[config.mk]
export PLATFORM = sky130hd
export DESIGN_NAME = mcast_upd_builder
export DESIGN_NICKNAME = d
export VERILOG_FILES = /design/src/rtl/mub_pkg.sv /design/src/rtl/mub_flit_seq.sv /design/src/rtl/mub_rsp_count.sv /design/src/rtl/mcast_upd_builder.sv
export SDC_FILE = /design/constraint.sdc
export NUM_CORES = 1
export LEC_CHECK = 0
export BUFFER_PORTS_ARGS = -buffer_cell sky130_fd_sc_hd__buf_4
export CORE_AREA = 4 4 290 292
export CTS_CLUSTER_SIZE = 12
export DETAILED_ROUTE_END_ITERATION = 8
export DIE_AREA = 0 0 294 296
export RECOVER_POWER = 50
export SLEW_MARGIN = 20
export SYNTH_ARGS = -nofsm -noshare
export SYNTH_HDL_FRONTEND = slang
export SYNTH_SLANG_ARGS = --single-unit
[constraint.sdc]
create_clock -name clk -period 24.6 [get_ports clk]
set_clock_uncertainty 0.15 [all_clocks]
set_input_delay 4.92 -clock clk [delete_from_list [all_inputs] [get_ports clk]]
set_output_delay 4.92 -clock clk [all_outputs]
set_load 0.01 [all_outputs]
[src/rtl/mub_pkg.sv]
// Package: shared constants for the multicast update packet builder.
// Assumes a two-bit command encoding in which 2'b10 means write.
package mub_pkg;
    localparam logic [1:0] CMD_WRITE = 2'b10;
    localparam int HDR_FLITS = 2;
endpackage

[src/rtl/mub_flit_seq.sv]
// Module: flit and target sequencer.
// Walks flit index 0..N+1 for each target in turn and advances on every
// accepted flit. Assumes n_words and n_tgts are constant while sending
// and that both are at least 1.
module mub_flit_seq #(
    parameter int MAX_WORDS = 16,
    parameter int MAX_TGT   = 4,
    localparam int CNT_W = $clog2(MAX_WORDS + 1),
    localparam int FW    = $clog2(MAX_WORDS + 2),
    localparam int TCW   = $clog2(MAX_TGT + 1),
    localparam int TIW   = (MAX_TGT > 1) ? $clog2(MAX_TGT) : 1
) (
    input  logic             clk,
    input  logic             rst_n,
    input  logic             load,
    input  logic             fire,
    input  logic [CNT_W-1:0] n_words,
    input  logic [TCW-1:0]   n_tgts,
    output logic             sending,
    output logic [FW-1:0]    flit_idx,
    output logic [TIW-1:0]   tgt_idx,
    output logic             last_flit
);
    logic last_tgt;

    // Decode end of packet and end of target list.
    always_comb begin
        last_flit = (flit_idx == FW'(n_words) + FW'(mub_pkg::HDR_FLITS - 1));
        last_tgt  = (TCW'(tgt_idx) == n_tgts - TCW'(1));
    end

    // Advance flit index, then target index, on each accepted flit.
    always_ff @(posedge clk) begin
        if (!rst_n) begin
            sending  <= 1'b0;
            flit_idx <= '0;
            tgt_idx  <= '0;
        end else if (load) begin
            sending  <= 1'b1;
            flit_idx <= '0;
            tgt_idx  <= '0;
        end else if (sending && fire) begin
            if (last_flit) begin
                flit_idx <= '0;
                if (last_tgt) sending <= 1'b0;
                else          tgt_idx <= tgt_idx + TIW'(1);
            end else begin
                flit_idx <= flit_idx + FW'(1);
            end
        end
    end

    AST_IDX_IN_PACKET: assert property (@(posedge clk) disable iff (!rst_n)
        sending |-> (flit_idx <= FW'(n_words) + FW'(1))) else $error("flit index past end");
    AST_TGT_IN_LIST: assert property (@(posedge clk) disable iff (!rst_n)
        sending |-> (TCW'(tgt_idx) < n_tgts)) else $error("target index past list");
endmodule

[src/rtl/mub_rsp_count.sv]
// Module: response counter.
// Counts single-flit acknowledgements while active, saturating at the
// target count. Cleared on load. Assumes n_tgts is constant while active.
module mub_rsp_count #(
    parameter int MAX_TGT = 4,
    localparam int TCW = $clog2(MAX_TGT + 1)
) (
    input  logic           clk,
    input  logic           rst_n,
    input  logic           clear,
    input  logic           active,
    input  logic           rsp_valid,
    input  logic [TCW-1:0] n_tgts,
    output logic           all_rsp
);
    logic [TCW-1:0] rsp_cnt;

    // Flag completion of the response set.
    always_comb all_rsp = (rsp_cnt == n_tgts);

    // Count responses that arrive while a descriptor is active.
    always_ff @(posedge clk) begin
        if (!rst_n)                                   rsp_cnt <= '0;
        else if (clear)                               rsp_cnt <= '0;
        else if (active && rsp_valid && !all_rsp)     rsp_cnt <= rsp_cnt + TCW'(1);
    end

    AST_RSP_BOUND: assert property (@(posedge clk) disable iff (!rst_n)
        active |-> (rsp_cnt <= n_tgts)) else $error("response count overflow");
endmodule

[src/rtl/mcast_upd_builder.sv]
// Module: multicast word-update packet builder (top).
// Captures a descriptor on start while idle, emits an (N+2)-flit write
// packet per target, then waits for one response per target and pulses
// done. Assumes 1 <= N <= MAX_WORDS, 1 <= target count <= MAX_TGT, and
// WORD_W >= LINE_W.
module mcast_upd_builder #(
    parameter int              LINE_W    = 30,
    parameter int              WORD_W    = 32,
    parameter int              ADDR_W    = 32,
    parameter int              MAX_WORDS = 16,
    parameter int              MAX_TGT   = 4,
    parameter int              TGT_W     = 6,
    parameter int              TRID_W    = 4,
    parameter logic [ADDR_W-1:0] UPD_ADDR = 32'h0000_0F00,
    localparam int BE_W   = WORD_W / 8,
    localparam int WIW    = $clog2(MAX_WORDS),
    localparam int CNT_W  = $clog2(MAX_WORDS + 1),
    localparam int FW     = $clog2(MAX_WORDS + 2),
    localparam int TCW    = $clog2(MAX_TGT + 1),
    localparam int TIW    = (MAX_TGT > 1) ? $clog2(MAX_TGT) : 1,
    localparam int PLEN_W = $clog2(4 * MAX_WORDS + 1)
) (
    input  logic                      clk,
    input  logic                      rst_n,
    input  logic                      start,
    input  logic [LINE_W-1:0]         desc_line,
    input  logic [WIW-1:0]            desc_first,
    input  logic [CNT_W-1:0]          desc_nwords,
    input  logic [MAX_WORDS*WORD_W-1:0] desc_data,
    input  logic [MAX_WORDS*BE_W-1:0] desc_be,
    input  logic [TRID_W-1:0]         desc_trid,
    input  logic [TCW-1:0]            desc_ntgt,
    input  logic [MAX_TGT*TGT_W-1:0]  desc_tgts,
    output logic                      busy,
    output logic                      done,
    output logic                      flit_valid,
    input  logic                      flit_ready,
    output logic [ADDR_W-1:0]         flit_addr,
    output logic [1:0]                flit_cmd,
    output logic [PLEN_W-1:0]         flit_plen,
    output logic [TRID_W-1:0]         flit_trdid,
    output logic [TGT_W-1:0]          flit_tgt,
    output logic [WORD_W-1:0]         flit_wdata,
    output logic [BE_W-1:0]           flit_be,
    output logic                      flit_eop,
    input  logic                      rsp_valid
);
    logic [LINE_W-1:0] line_q;
    logic [WIW-1:0]    first_q;
    logic [CNT_W-1:0]  nwords_q;
    logic [TRID_W-1:0] trid_q;
    logic [TCW-1:0]    ntgt_q;
    logic [WORD_W-1:0] word_q [MAX_WORDS];
    logic [BE_W-1:0]   be_q   [MAX_WORDS];
    logic [TGT_W-1:0]  tgt_q  [MAX_TGT];

    logic           load, fire, finish;
    logic           sending, last_flit, all_rsp;
    logic [FW-1:0]  flit_idx;
    logic [TIW-1:0] tgt_idx;
    logic [WIW-1:0] pay_idx;

    // Accept a descriptor only when idle; a flit leaves on valid and ready.
    always_comb begin
        load   = start && !busy;
        fire   = flit_valid && flit_ready;
        finish = busy && !sending && all_rsp;
    end

    // Capture scalar descriptor fields.
    always_ff @(posedge clk) begin
        if (load) begin
            line_q   <= desc_line;
            first_q  <= desc_first;
            nwords_q <= desc_nwords;
            trid_q   <= desc_trid;
            ntgt_q   <= desc_ntgt;
        end
    end

    // Capture payload words, byte enables and target IDs.
    for (genvar g = 0; g < MAX_WORDS; g++) begin : g_word
        always_ff @(posedge clk) begin
            if (load) begin
                word_q[g] <= desc_data[g*WORD_W +: WORD_W];
                be_q[g]   <= desc_be[g*BE_W +: BE_W];
            end
        end
    end
    for (genvar g = 0; g < MAX_TGT; g++) begin : g_tgt
        always_ff @(posedge clk) begin
            if (load) tgt_q[g] <= desc_tgts[g*TGT_W +: TGT_W];
        end
    end

    // Track busy and produce the one-cycle completion pulse.
    always_ff @(posedge clk) begin
        if (!rst_n) begin
            busy <= 1'b0;
            done <= 1'b0;
        end else begin
            done <= finish;
            if (load)        busy <= 1'b1;
            else if (finish) busy <= 1'b0;
        end
    end

    mub_flit_seq #(.MAX_WORDS(MAX_WORDS), .MAX_TGT(MAX_TGT)) seq_i (
        .clk(clk), .rst_n(rst_n), .load(load), .fire(fire),
        .n_words(nwords_q), .n_tgts(ntgt_q), .sending(sending),
        .flit_idx(flit_idx), .tgt_idx(tgt_idx), .last_flit(last_flit)
    );

    mub_rsp_count #(.MAX_TGT(MAX_TGT)) rsp_i (
        .clk(clk), .rst_n(rst_n), .clear(load), .active(busy),
        .rsp_valid(rsp_valid), .n_tgts(ntgt_q), .all_rsp(all_rsp)
    );

    // Select header or payload content for the current flit.
    always_comb begin
        pay_idx    = WIW'(flit_idx - FW'(mub_pkg::HDR_FLITS));
        flit_valid = sending;
        flit_addr  = UPD_ADDR;
        flit_cmd   = mub_pkg::CMD_WRITE;
        flit_plen  = PLEN_W'(nwords_q) << 2;
        flit_trdid = trid_q;
        flit_tgt   = tgt_q[tgt_idx];
        flit_eop   = last_flit;
        if (flit_idx == FW'(0)) begin
            flit_wdata = WORD_W'(line_q);
            flit_be    = '1;
        end else if (flit_idx == FW'(1)) begin
            flit_wdata = WORD_W'(first_q);
            flit_be    = '1;
        end else begin
            flit_wdata = word_q[pay_idx];
            flit_be    = be_q[pay_idx];
        end
    end

    AST_HOLD_STABLE: assert property (@(posedge clk) disable iff (!rst_n)
        (flit_valid && !flit_ready) |=> (flit_valid && $stable(flit_wdata)
        && $stable(flit_be) && $stable(flit_eop) && $stable(flit_tgt))) else $error("flit changed under stall");
    AST_NO_FLIT_IDLE: assert property (@(posedge clk) disable iff (!rst_n)
        !busy |-> !flit_valid) else $error("flit while idle");
    AST_DONE_PULSE: assert property (@(posedge clk) disable iff (!rst_n)
        done |=> !done) else $error("done longer than one cycle");
    AST_DONE_IDLE: assert property (@(posedge clk) disable iff (!rst_n)
        done |-> (!busy && !flit_valid)) else $error("done while busy");
    AST_START_CAPTURE: assert property (@(posedge clk) disable iff (!rst_n)
        (start && !busy) |=> (busy && flit_valid)) else $error("start not taken");
endmodule

Word-level counts from Yosys, hierarchy flattened:

Memories as Yosys holds them, arrays and structs flattened. A register that Yosys moved wholly into a read port is not among the register bits.
Index checks and enable logic that the tools add are counted.

* $add $sub $neg: 6
* bitwise logic cells: 2
* mux-type cells: 15
* eq/ne operators: 4
* reductions and logical operators: 18

Operators with widths (number)
* 2-to-1 mux 32 bit: 2
* adder 5 x 1 -> 5 bit, second input constant: 2
* 2-to-1 mux 1 bit: 8
* 2-to-1 mux 4 bit: 2
* nonzero test 2 bit: 4
* logical AND 1 bit: 7
* AND reduction 3 bit: 2
* equality test 5 x 1 -> 1 bit, second input constant: 1
* equality test 5 bit: 1
* logical NOT 5 bit: 1
* 2-to-1 mux 5 bit: 1
* 2-to-1 mux 2 bit: 2
* subtractor 4 x 2 -> 4 bit, second input constant: 1
* adder 3 x 1 -> 3 bit, second input constant: 1
* equality test 2 x 3 -> 1 bit: 1
* equality test 3 bit: 1
* logical NOT 1 bit: 3
* subtractor 3 x 1 -> 3 bit, second input constant: 1
* adder 2 x 1 -> 2 bit, second input constant: 1
* NOT 1 bit: 2
* OR reduction 2 bit: 1

* memories kept: 3
* word-level logic and storage cells: 59
* input port bits: 651
* register bits: 59
* memory bits (writable): 600
* output and inout bits: 91

Memories
* word_q: depth 16, bits a word 32, rd ports 1, clocked after Yosys merged registers in 0, write ports 16, line mcast_upd_builder.sv:53 `logic [WORD_W-1:0] word_q [MAX_WORDS];`
* be_q: depth 16, bits a word 4, rd ports 1, clocked after Yosys merged registers in 0, write ports 16, line mcast_upd_builder.sv:54 `logic [BE_W-1:0] be_q [MAX_WORDS];`
* tgt_q: depth 4, bits a word 6, rd ports 1, clocked after Yosys merged registers in 1, write ports 4, line mcast_upd_builder.sv:55 `logic [TGT_W-1:0] tgt_q [MAX_TGT];`

Logic depth before layout (Yosys ltp):

Gate-level depths: netlist of run 1.

* depth in word-level cells: 6
* mapped depth: 13

Cells and area by module:

Synthesis of run 1 repeated with hierarchy kept, for this count alone.

* cell total of the unflattened synthesis: 1138
* area total of the unflattened synthesis: 25612.1 um2

Modules (own cells, without submodules)
* mcast_upd_builder: area each 24840.1 um2, instances 1, sequential area each 19438.6 um2, cells each 1050
* mub_flit_seq: area each 523.0 um2, instances 1, sequential area each 160.2 um2, cells each 58
* mub_rsp_count: area each 249.0 um2, instances 1, sequential area each 60.1 um2, cells each 30

Worst setup path after synthesis of run 1:

Ideal clock, no wire load.

* path kind: in2reg
* start: input port start
* end: register seq_i.sending
* path buffers: 0
* data required time: 24.334 ns
* setup time: 0.116 ns
* path slack: 5.916 ns
* arrival: 18.419 ns
* stages: 4
* cells stage by stage: nand2b_1 > inv_1 > o21ai_0 > a21oi_1

* longest elaborated chain between the ends: 3
* elaborated cells between the ends (all ways): 6
* classes of those cells: mux: 1; reduce/logical: 5

Ends and longest elaborated chain
* from (decl): line mcast_upd_builder.sv:25 `input logic start,`
* logical AND 1 bit (*): line mcast_upd_builder.sv:65 `load = start && !busy;`
* net load: line mcast_upd_builder.sv:57 `logic load, fire, finish;`
* nonzero test 2 bit (no line)
* AND reduction 3 bit (no line)
* to (signal assigned): line mub_flit_seq.sv:35 `sending <= 1'b0;`
* to (signal assigned): line mub_flit_seq.sv:39 `sending <= 1'b1;`
* to (signal assigned): line mub_flit_seq.sv:45 `if (last_tgt) sending <= 1'b0;`
* to (decl): line mub_flit_seq.sv:19 `output logic sending,`

The timed path passes the listed nets; every way through them passes the cells marked *.
A chain may end at the register's enable or synchronous reset.

==> run summary, run 1 <==
fraction of layout cells with a size suffix above 1: 0.5016
Overflow after GRT: 0
Cell Rows: 105
Critical Path RT: 24690 ps
register area share after synthesis: 0.7716
Area contributors post-synth: edfxtp_1 (76%), mux4_2 (16%), dfxtp_1 (1.2%), buf_4 (1.1%), o21ai_0 (0.69%)
post-CTS setup buffer count: 0
Synth top area share: 0.7598
Top Ports: 742
Die H: 296 um
Startpoint Class: input pin
maxcap violations: 1
number of port buffers: 705
DRC viols: 0
Iter 0 DRT Violations: 944
Die X: 294 um
Hold Path Class: register to register
EDFF count, synth: 646
DRT antenna net count: 0
max-slew violations: 142
clock latency on the worst-skew pair: 590 ps
Main synth FF type: edfxtp_1
Power per Cell Area: 76.14 nW/um2
worst hold slack: 358.4 ps
global-route wire length before repair: 101600 um
Routed WL: 72650 um
worst slew pin tran: 6112 ps
Cells after DPL: 2876
area of the mapped netlist: 25530 um2
Final nets: 2542
Net Sw Power: 0.5582 mW
CTS tree: built
Filler Cell Count: 7273
sw frac: 0.2152
Max Clk Rate: 0.07562 GHz
placed standard-cell area: 31930 um2
CTS Buffer Depth: 3
Yosys cell types: 38
# hold bufs at CTS: 0
failing checks: max-capacitance violations, max-slew violations
clk sinks: 661
Mapped Cells: 1138
finished layout cell area: 34070 um2
Max FO, Critical Path: 141
setup TNS: 0 ps
Post-Syn Area per Cell: 22.43 um2
Final Critical Period: 13220 ps
cell taking the most area after synthesis: edfxtp_1
Final Wtd Congestion: 0.8211
area grow syn2layout: 33.44%
final design utilization: 0.4176
Async S/R FF share, synth: 0
CP Class: input pin to register
clock root buffer: clkbuf_16
largest net degree at the start of global routing: 142
Flop pwr share: 0.520
Rel. slew slack: -3.075
routed length per instance: 24.10 um
initial antenna violation count: 15
setup violators final: 0
logic gate share of total power: 0.075
post-cts resize count: 0
Synth top cells by count: edfxtp_1 (646), mux4_2 (180), nand2_1 (42), buf_4 (39), o21ai_0 (35)
P_int: 2.036 mW
total die area: 87020 um2
synthesized flop and latch total: 661
Max IR drop VDD: 0.00006391 V
drt first pass iters: 4
Clock Power Share: 0.405
routed vias: 13900
clock transition at the registers of the reported paths: 60 ps
Starting Density: 0.3129
Data arrival, critical path: 13320 ps
final std cells w/o fill: 3015
Post-DP HPWL: 53130 um
vias in the first global route: 15280
synth warn: 0
most common cell in the netlist: edfxtp_1
CTS buffer count: 75
RSZ-0062 raised after global routing: false
period utilization: 0.5376
GRT Util Overall: 0.1611
Core ar.: 81580 um2
Leakage: 12.30 nW
H-Tree Level Count: 3
status: complete, but fails checks
drt via density: 4.610
Final Hold Vio Count: 0
CP endpoint kind: register
==> cells by family (layout without fill, tap and decap cells) <==
kind of cell / Yosys count / in the layout / share of synthesized area
flip-flops: 661 / 661 / 0.7716
multiplexers: 195 / 195 / 0.1647
buffers and inverters: 121 / 883 / 0.02642
AND/OR/NAND/NOR: 79 / 79 / 0.01441
AO/OA/AOI/OAI: 57 / 57 / 0.01358
XOR/XNOR: 15 / 15 / 0.005146
adder cells (fa/ha/maj): 8 / 8 / 0.003921
other: 2 / 47 / 0.0002942
==> final timing paths <==
check,from,to,slack [ps],cells past startpoint
min reg2reg,busy$_SDFFE_PN0P_,done$_SDFF_PN0_,360,2
max,start,word_q[12][14]$_DFFE_PP_,11380,7
max reg2reg,busy$_SDFFE_PN0P_,word_q[12][14]$_DFFE_PP_,15360,6
min,busy$_SDFFE_PN0P_,done$_SDFF_PN0_,360,2
==> state kept, by name, summed over array words and instances, names as in the netlist, named ones only <==
register        count
seq_i.flit_idx      5
word_q            512
seq_i.sending       1
be_q               64
nwords_q            5
done                1
seq_i.tgt_idx       2
ntgt_q              3
line_q             30
tgt_q              24
rsp_i.rsp_cnt       3
first_q             4
flit_trdid          4
busy                1
==> power groups by stage <==
stage               combinational (mW)  clock (mW)  sequential, mW
floorplan                       0.0897           0            1.40
global placement                 0.202           0            1.36
detailed placement               0.207           0            1.37
CTS                              0.207        1.09            1.35
global route                     0.211        1.13            1.35
finish                           0.196        1.05            1.35
==> worst max-delay path, stage by stage <==
cell	delay, ps
clkbuf_1	110
nand2b_1	150
clkinvlp_2	4460
buf_4	2070
buf_4	490
buf_4	490
buf_6	460
==> final cells by class <==
| cell class | instances | area, um2 | area share |
|---|---|---|---|
| Tap cell | 1070 | 1339 | 0.03930 |
| Antenna cell | 11 | 27.53 | 0.0008080 |
| Timing Repair Buffer | 722 | 5271 | 0.1547 |
| Clock inverter | 45 | 366.6 | 0.01076 |
| Sequential cell | 661 | 19710 | 0.5784 |
| Multi-Input combinational cell | 390 | 5325 | 0.1563 |
| Inverter | 33 | 125.1 | 0.003673 |
| Clock buffer | 83 | 1907 | 0.05597 |
==> routing by layer <==
metal  vias to the layer above  global-route usage  routed length, um
met2                       592              0.2904              39070
met5                         -                   0                 13
li1                       6162                   -                  -
met4                         2             0.05832               1901
met3                       125             0.04411               5531
met1                      7018              0.1845              26140
==> metrics by stage <==
stage,setup slack [ps],power [mW]
6_report,11380,2.594
5_1_grt,10570,2.699
4_1_cts,15210,2.638
3_5_place_dp,14530,1.576
3_3_place_gp,14760,1.567
2_1_floorplan,5916,1.491
==> cells in the final DEF, fill, tap and decap left out, types with 4 or more instances in the layout <==
cell,synthesis,final
edfxtp_1,646,646
clkbuf_4,0,605
mux4_2,180,180
clkbuf_16,0,75
buf_4,39,71
clkbuf_1,24,51
nand2_1,42,42
conb_1,2,36
o21ai_0,35,35
inv_1,32,31
clkinv_1,0,18
mux2i_1,15,15
dfxtp_1,15,13
clkinv_2,0,12
diode_2,0,11
xnor2_1,9,9
nand3_1,7,7
a21oi_1,7,7
ha_1,8,7
nor2_1,7,6
xor2_1,6,5
a211oi_1,4,4
or3_1,4,4
a32oi_1,4,4
or2_1,4,4
bufinv_16,0,4
No activity file was read; power rests on OpenSTA's default activity.
==> run 2, diff against run 1 <==
Settings changed: ABC_AREA set to 1, CORE_AREA 4 4 290 292 to 4 4 287 289, DIE_AREA 0 0 294 296 to 0 0 291 293.
Clock period 24.6 ns to 13.4 ns, I/O delays scaled along.
==> run summary, run 2 <==
Final nets: 3401
Yosys cell types: 30
max-slew violations: 34
synth warn: 0
uppermost layer routed: met5
register area share after synthesis: 0.7416
Top Ports: 742
CP Class: register to output port
R2R cell count: 3
final std cells w/o fill: 3882
Data arrival, critical path: 4550 ps
Core ar.: 79900 um2
clock transition at the registers of the reported paths: 60 ps
GRT Util Overall: 0.2064
Startpoint Class: register
drt first pass iters: 7
Rel. slew slack: -0.6985
area of the mapped netlist: 26560 um2
drt via density: 4.964
post-CTS setup buffer count: 0
total die area: 85260 um2
crit path from: seq_i.flit_idx[1]$_SDFFE_PP0P_
Starting Density: 0.3325
clk sinks: 661
Post-DP HPWL: 64890 um
Leakage: 13.12 nW
metal2 WL: 47570 um
Power per Cell Area: 137.5 nW/um2
clock root buffer: clkbuf_16
Multi-input gate area: 5876 um2
CTS Buffer Depth: 3
most common cell after layout, fill and taps aside: edfxtp_1
Die H: 293 um
Seq. cell area: 19710 um2
CP endpoint: flit_wdata[29]
Async S/R FF share, synth: 0
CTS buffer count: 76
most frequent cells in the layout: edfxtp_1 (646), clkbuf_4 (600), nor2_1 (426)
routed vias: 19270
RSZ-0062 raised after global routing: false
initial antenna violation count: 24
Final Critical Period: 7377 ps
EDFF count, synth: 646
Max Clk Rate: 0.1356 GHz
Filler Cell Count: 7456
Critical Path RT: 10570 ps
Routed WL: 92050 um
Synth top cells by count: edfxtp_1 (646), nor2_1 (426), o21ai_0 (268), nand2_1 (184), nand3_1 (93)
met3 WL: 7530 um
Overflow after GRT: 0
routed length per instance: 23.71 um
cell taking the most area after synthesis: edfxtp_1
largest net degree at the start of global routing: 187
CTS tree: built
Max FO, Critical Path: 76
synthesized flop and latch total: 661
H-Tree Level Count: 3
global-route wire length before repair: 130300 um
post-cts resize count: 0
Main synth FF type: edfxtp_1
# hold bufs at CTS: 0
final design utilization: 0.4346
CP endpoint kind: output port
Iter 0 DRT Violations: 1594
Reg-to-Reg Start: busy$_SDFFE_PN0P_
period utilization: 0.5505
maxcap violations: 1
DRC viols: 0
status: complete, but fails checks
vias in the first global route: 19650
fraction of layout cells with a size suffix above 1: 0.2863
r2r setup slk: 8690 ps
DRT antenna net count: 0
Die X: 291 um
biggest regs: word_q (512), be_q (64), line_q (30)
Synth top area share: 0.7303
setup violators final: 0
Cell Rows: 104
area grow syn2layout: 30.72%
FF-to-FF End: word_q[13][20]$_DFFE_PP_
Hold Path Class: register to register
Area contributors post-synth: edfxtp_1 (73%), nor2_1 (6.0%), o21ai_0 (5.0%), nand2_1 (2.6%), o211ai_1 (2.5%)
M1 wire length: 33740 um
number of port buffers: 705
worst hold slack: 363.6 ps
Max IR drop VDD: 0.0001024 V
Cells after DPL: 3724
Post-Syn Area per Cell: 12.83 um2
worst slew pin tran: 2538 ps
failing checks: max-capacitance violations, max-slew violations
clock latency on the worst-skew pair: 600 ps
Final Hold Vio Count: 0
Mapped Cells: 2071
Final Wtd Congestion: 0.9349
most common cell in the netlist: edfxtp_1
max reg flops: 512
Most flops, register: word_q
run 2: cell count changes after synthesis, moves of 33 or more:
cell      before  now
buf_2         17   50
mux4_2       180    0
nand2_1       42  184
nand3_1        7   93
nor2_1         7  426
o211ai_1       0   88
o21ai_0       35  268
o21ai_1        0   58
run 2: worst min-delay path by stage:
stage	start	end	slack (ps)	cells past startpoint
final	seq_i.sending$_SDFFE_PN0P_	seq_i.sending$_SDFFE_PN0P_	360	2
after global routing	rsp_i.rsp_cnt[0]$_SDFFE_PP0P_	rsp_i.rsp_cnt[0]$_SDFFE_PP0P_	370	1
after floorplan	rsp_i.rsp_cnt[2]$_SDFFE_PP0P_	rsp_i.rsp_cnt[2]$_SDFFE_PP0P_	300	2
after global placement	rsp_i.rsp_cnt[2]$_SDFFE_PP0P_	rsp_i.rsp_cnt[2]$_SDFFE_PP0P_	310	2
after detailed placement	rsp_i.rsp_cnt[0]$_SDFFE_PP0P_	rsp_i.rsp_cnt[0]$_SDFFE_PP0P_	340	1
after CTS	rsp_i.rsp_cnt[0]$_SDFFE_PP0P_	rsp_i.rsp_cnt[0]$_SDFFE_PP0P_	350	1
run 2: worst max-delay path: stages (launching register included):
cell      delay, ps
dfxtp_4         680
inv_4           390
ha_4            750
buf_4           570
inv_4           450
o211ai_1        290
nand2_1          90
nand2_1          70
nand3_1         180
nand2_1         140
buf_4           120
run 2: cell type report:
cell class              instances  area share
multi-input cells            1243      0.1692
inverters                      38    0.004828
flip-flops and latches        661      0.5675
clock buffers                  88     0.05607
clock inverters                49     0.01092
diodes                         21    0.001513
well taps                    1060     0.03819
repair buffers                722      0.1518
run 2: cells by family (layout without fill, tap and decap cells):
family | after synthesis | count (layout) | synth area share
XOR/XNOR | 8 | 8 | 0.002637
AND/OR/NAND/NOR | 721 | 721 | 0.1082
other | 2 | 57 | 0.0002827
buffers and inverters | 201 | 897 | 0.04314
AO/OA/AOI/OAI | 470 | 470 | 0.1004
flip-flops | 661 | 661 | 0.7416
adder cells (fa/ha/maj) | 8 | 8 | 0.003768
run 2: report_power, final:
| part | leakage, nW | total (mW) | internal, mW | switching [mW] |
|---|---|---|---|---|
| Combinational | 5.69 | 0.362 | 0.161 | 0.201 |
| Sequential | 6.28 | 2.45 | 2.42 | 0.0376 |
| Clock | 1.15 | 1.96 | 1.11 | 0.849 |
| Total | 13.1 | 4.77 | 3.69 | 1.09 |
run 2: layer usage:
metal / vias up / track usage
met4: 8 / 0.07723
met1: 9397 / 0.2418
met5: - / 0
met2: 895 / 0.3656
li1: 8812 / -
met3: 157 / 0.05397
run 2: metrics by stage:
step	setup slack (ps)	instance area, um2	power, mW	setup TNS, ps
global placement	6602	32540	2.870	0
CTS	5885	34870	4.844	0
global route	5734	34710	4.954	0
finish	6023	34720	4.773	0
detailed placement	6560	32540	2.876	0
floorplan	-438.0	26710	2.673	-3611
==> run 3, diff against run 2 <==
Clock period 13.4 ns to 6.5 ns, I/O delays scaled along.
==> run summary, run 3 (synthesized netlist as in run 2, its figures left out) <==
status: complete, but fails checks
failing checks: max-capacitance violations, max-slew violations
worst hold slack: 334.3 ps
Startpoint Class: register
post-CTS setup buffer count: 0
# hold bufs at CTS: 0
post-cts resize count: 0
Top Ports: 742
CTS tree: built
Die H: 293 um
clock root buffer: clkbuf_16
finished layout cell area: 34890 um2
worst slew pin tran: 2514 ps
Cells after DPL: 3732
DRC viols: 0
Core ar.: 79900 um2
global-route wire length before repair: 129100 um
Hold Path Class: register to register
routed vias: 19160
DRT antenna net count: 0
total die area: 85260 um2
CP endpoint kind: output port
Filler Cell Count: 7429
Max Clk Rate: 0.1726 GHz
Data arrival, critical path: 4340 ps
number of port buffers: 705
largest net degree at the start of global routing: 194
Rel. slew slack: -0.6820
Final Critical Period: 5794 ps
area grow syn2layout: 31.36%
final design utilization: 0.4367
H-Tree Level Count: 3
vias in the first global route: 19750
fraction of layout cells with a size suffix above 1: 0.2800
clock latency on the worst-skew pair: 610 ps
Critical Path RT: 5050 ps
overall power: 9.954 mW
Place WS: 1283 ps
Final Worst Setup Slack: 705.7 ps
CTS Buffer Depth: 3
most frequent cells in the layout: edfxtp_1 (646), clkbuf_4 (580), nor2_1 (426)
Max IR drop VDD: 0.0002259 V
CP Class: register to output port
max reg flops: 512
Final Wtd Congestion: 0.9205
Clock Power Share: 0.416
RSZ-0062 raised after global routing: false
clk sinks: 661
Flop pwr share: 0.507
biggest regs: word_q (512), be_q (64), line_q (30)
final std cells w/o fill: 3897
drt via density: 4.916
Net Sw Power: 2.270 mW
setup TNS: 0 ps
logic gate share of total power: 0.077
drt first pass iters: 5
GRT Util Overall: 0.2049
routed length per instance: 23.47 um
most common cell after layout, fill and taps aside: edfxtp_1
sw frac: 0.2281
Power per Cell Area: 285.3 nW/um2
Post-DP HPWL: 64990 um
Max FO, Critical Path: 41
Final Hold Vio Count: 0
max-slew violations: 23
setup violators final: 0
CTS buffer count: 75
placed standard-cell area: 32660 um2
Leakage: 13.13 nW
Most flops, register: word_q
period utilization: 0.8914
initial antenna violation count: 34
maxcap violations: 1
Final nets: 3409
clock transition at the registers of the reported paths: 60 ps
Cell Rows: 104
P_int: 7.684 mW
Iter 0 DRT Violations: 1551
Starting Density: 0.3325
Routed WL: 91480 um
Die X: 291 um
Overflow after GRT: 0
-- run 3: changes by cell type in the layout (fill, tap and decap cells not counted), sizes merged --
cell      change
clkinv       -11
clkbuf       +13
inv           -7
buf          +10
diode         +5
clkinvlp      +3
bufinv        +2
-- run 3: critical path, stage by stage (launching register included) --
cell and delay, ps:
dfxtp_4 720, inv_4 370, ha_4 280, xnor2_2 170
clkinv_2 770, o211ai_1 730, nand3_1 250, nand3_1 120
nand2_1 70, inv_1 80, buf_4 120
-- run 3: area by class of cell --
class,count,area (um2),area share
Timing Repair Buffer,731,5349,0.1533
Inverter,38,168.9,0.004841
Sequential cell,661,19710,0.5647
Tap cell,1060,1326,0.03801
Antenna cell,26,65.06,0.001865
Clock buffer,102,1978,0.05669
Clock inverter,36,425.4,0.01219
Multi-Input combinational cell,1243,5876,0.1684
-- run 3: power by group through the flow --
| stage | combinational (mW) | sequential, mW | clock, mW |
|---|---|---|---|
| floorplan | 0.321 | 5.19 | 0 |
| detailed placement | 0.806 | 5.13 | 0 |
| CTS | 0.809 | 5.05 | 4.25 |
| global placement | 0.794 | 5.13 | 0 |
| global route | 0.833 | 5.06 | 4.41 |
| finish | 0.764 | 5.05 | 4.14 |
-- run 3: path summary, 6_finish.rpt --
path / to / start / slack, ps / depth (start not counted)
worst max-delay path: flit_wdata[2] / seq_i.flit_idx[1]$_SDFFE_PP0P_ / 710 / 10
worst min-delay path: rsp_i.rsp_cnt[2]$_SDFFE_PP0P_ / rsp_i.rsp_cnt[2]$_SDFFE_PP0P_ / 330 / 2
worst max register to register: word_q[3][23]$_DFFE_PP_ / busy$_SDFFE_PN0P_ / 2680 / 3
worst min register to register: rsp_i.rsp_cnt[2]$_SDFFE_PP0P_ / rsp_i.rsp_cnt[2]$_SDFFE_PP0P_ / 330 / 2
-- run 3: layer usage --
metal,vias to the layer above,GRT usage,routed length [um]
li1,8824,-,-
met1,9279,0.2513,35770
met2,876,0.3553,46060
met3,174,0.04135,6203
met4,6,0.08427,3407
met5,-,0,39
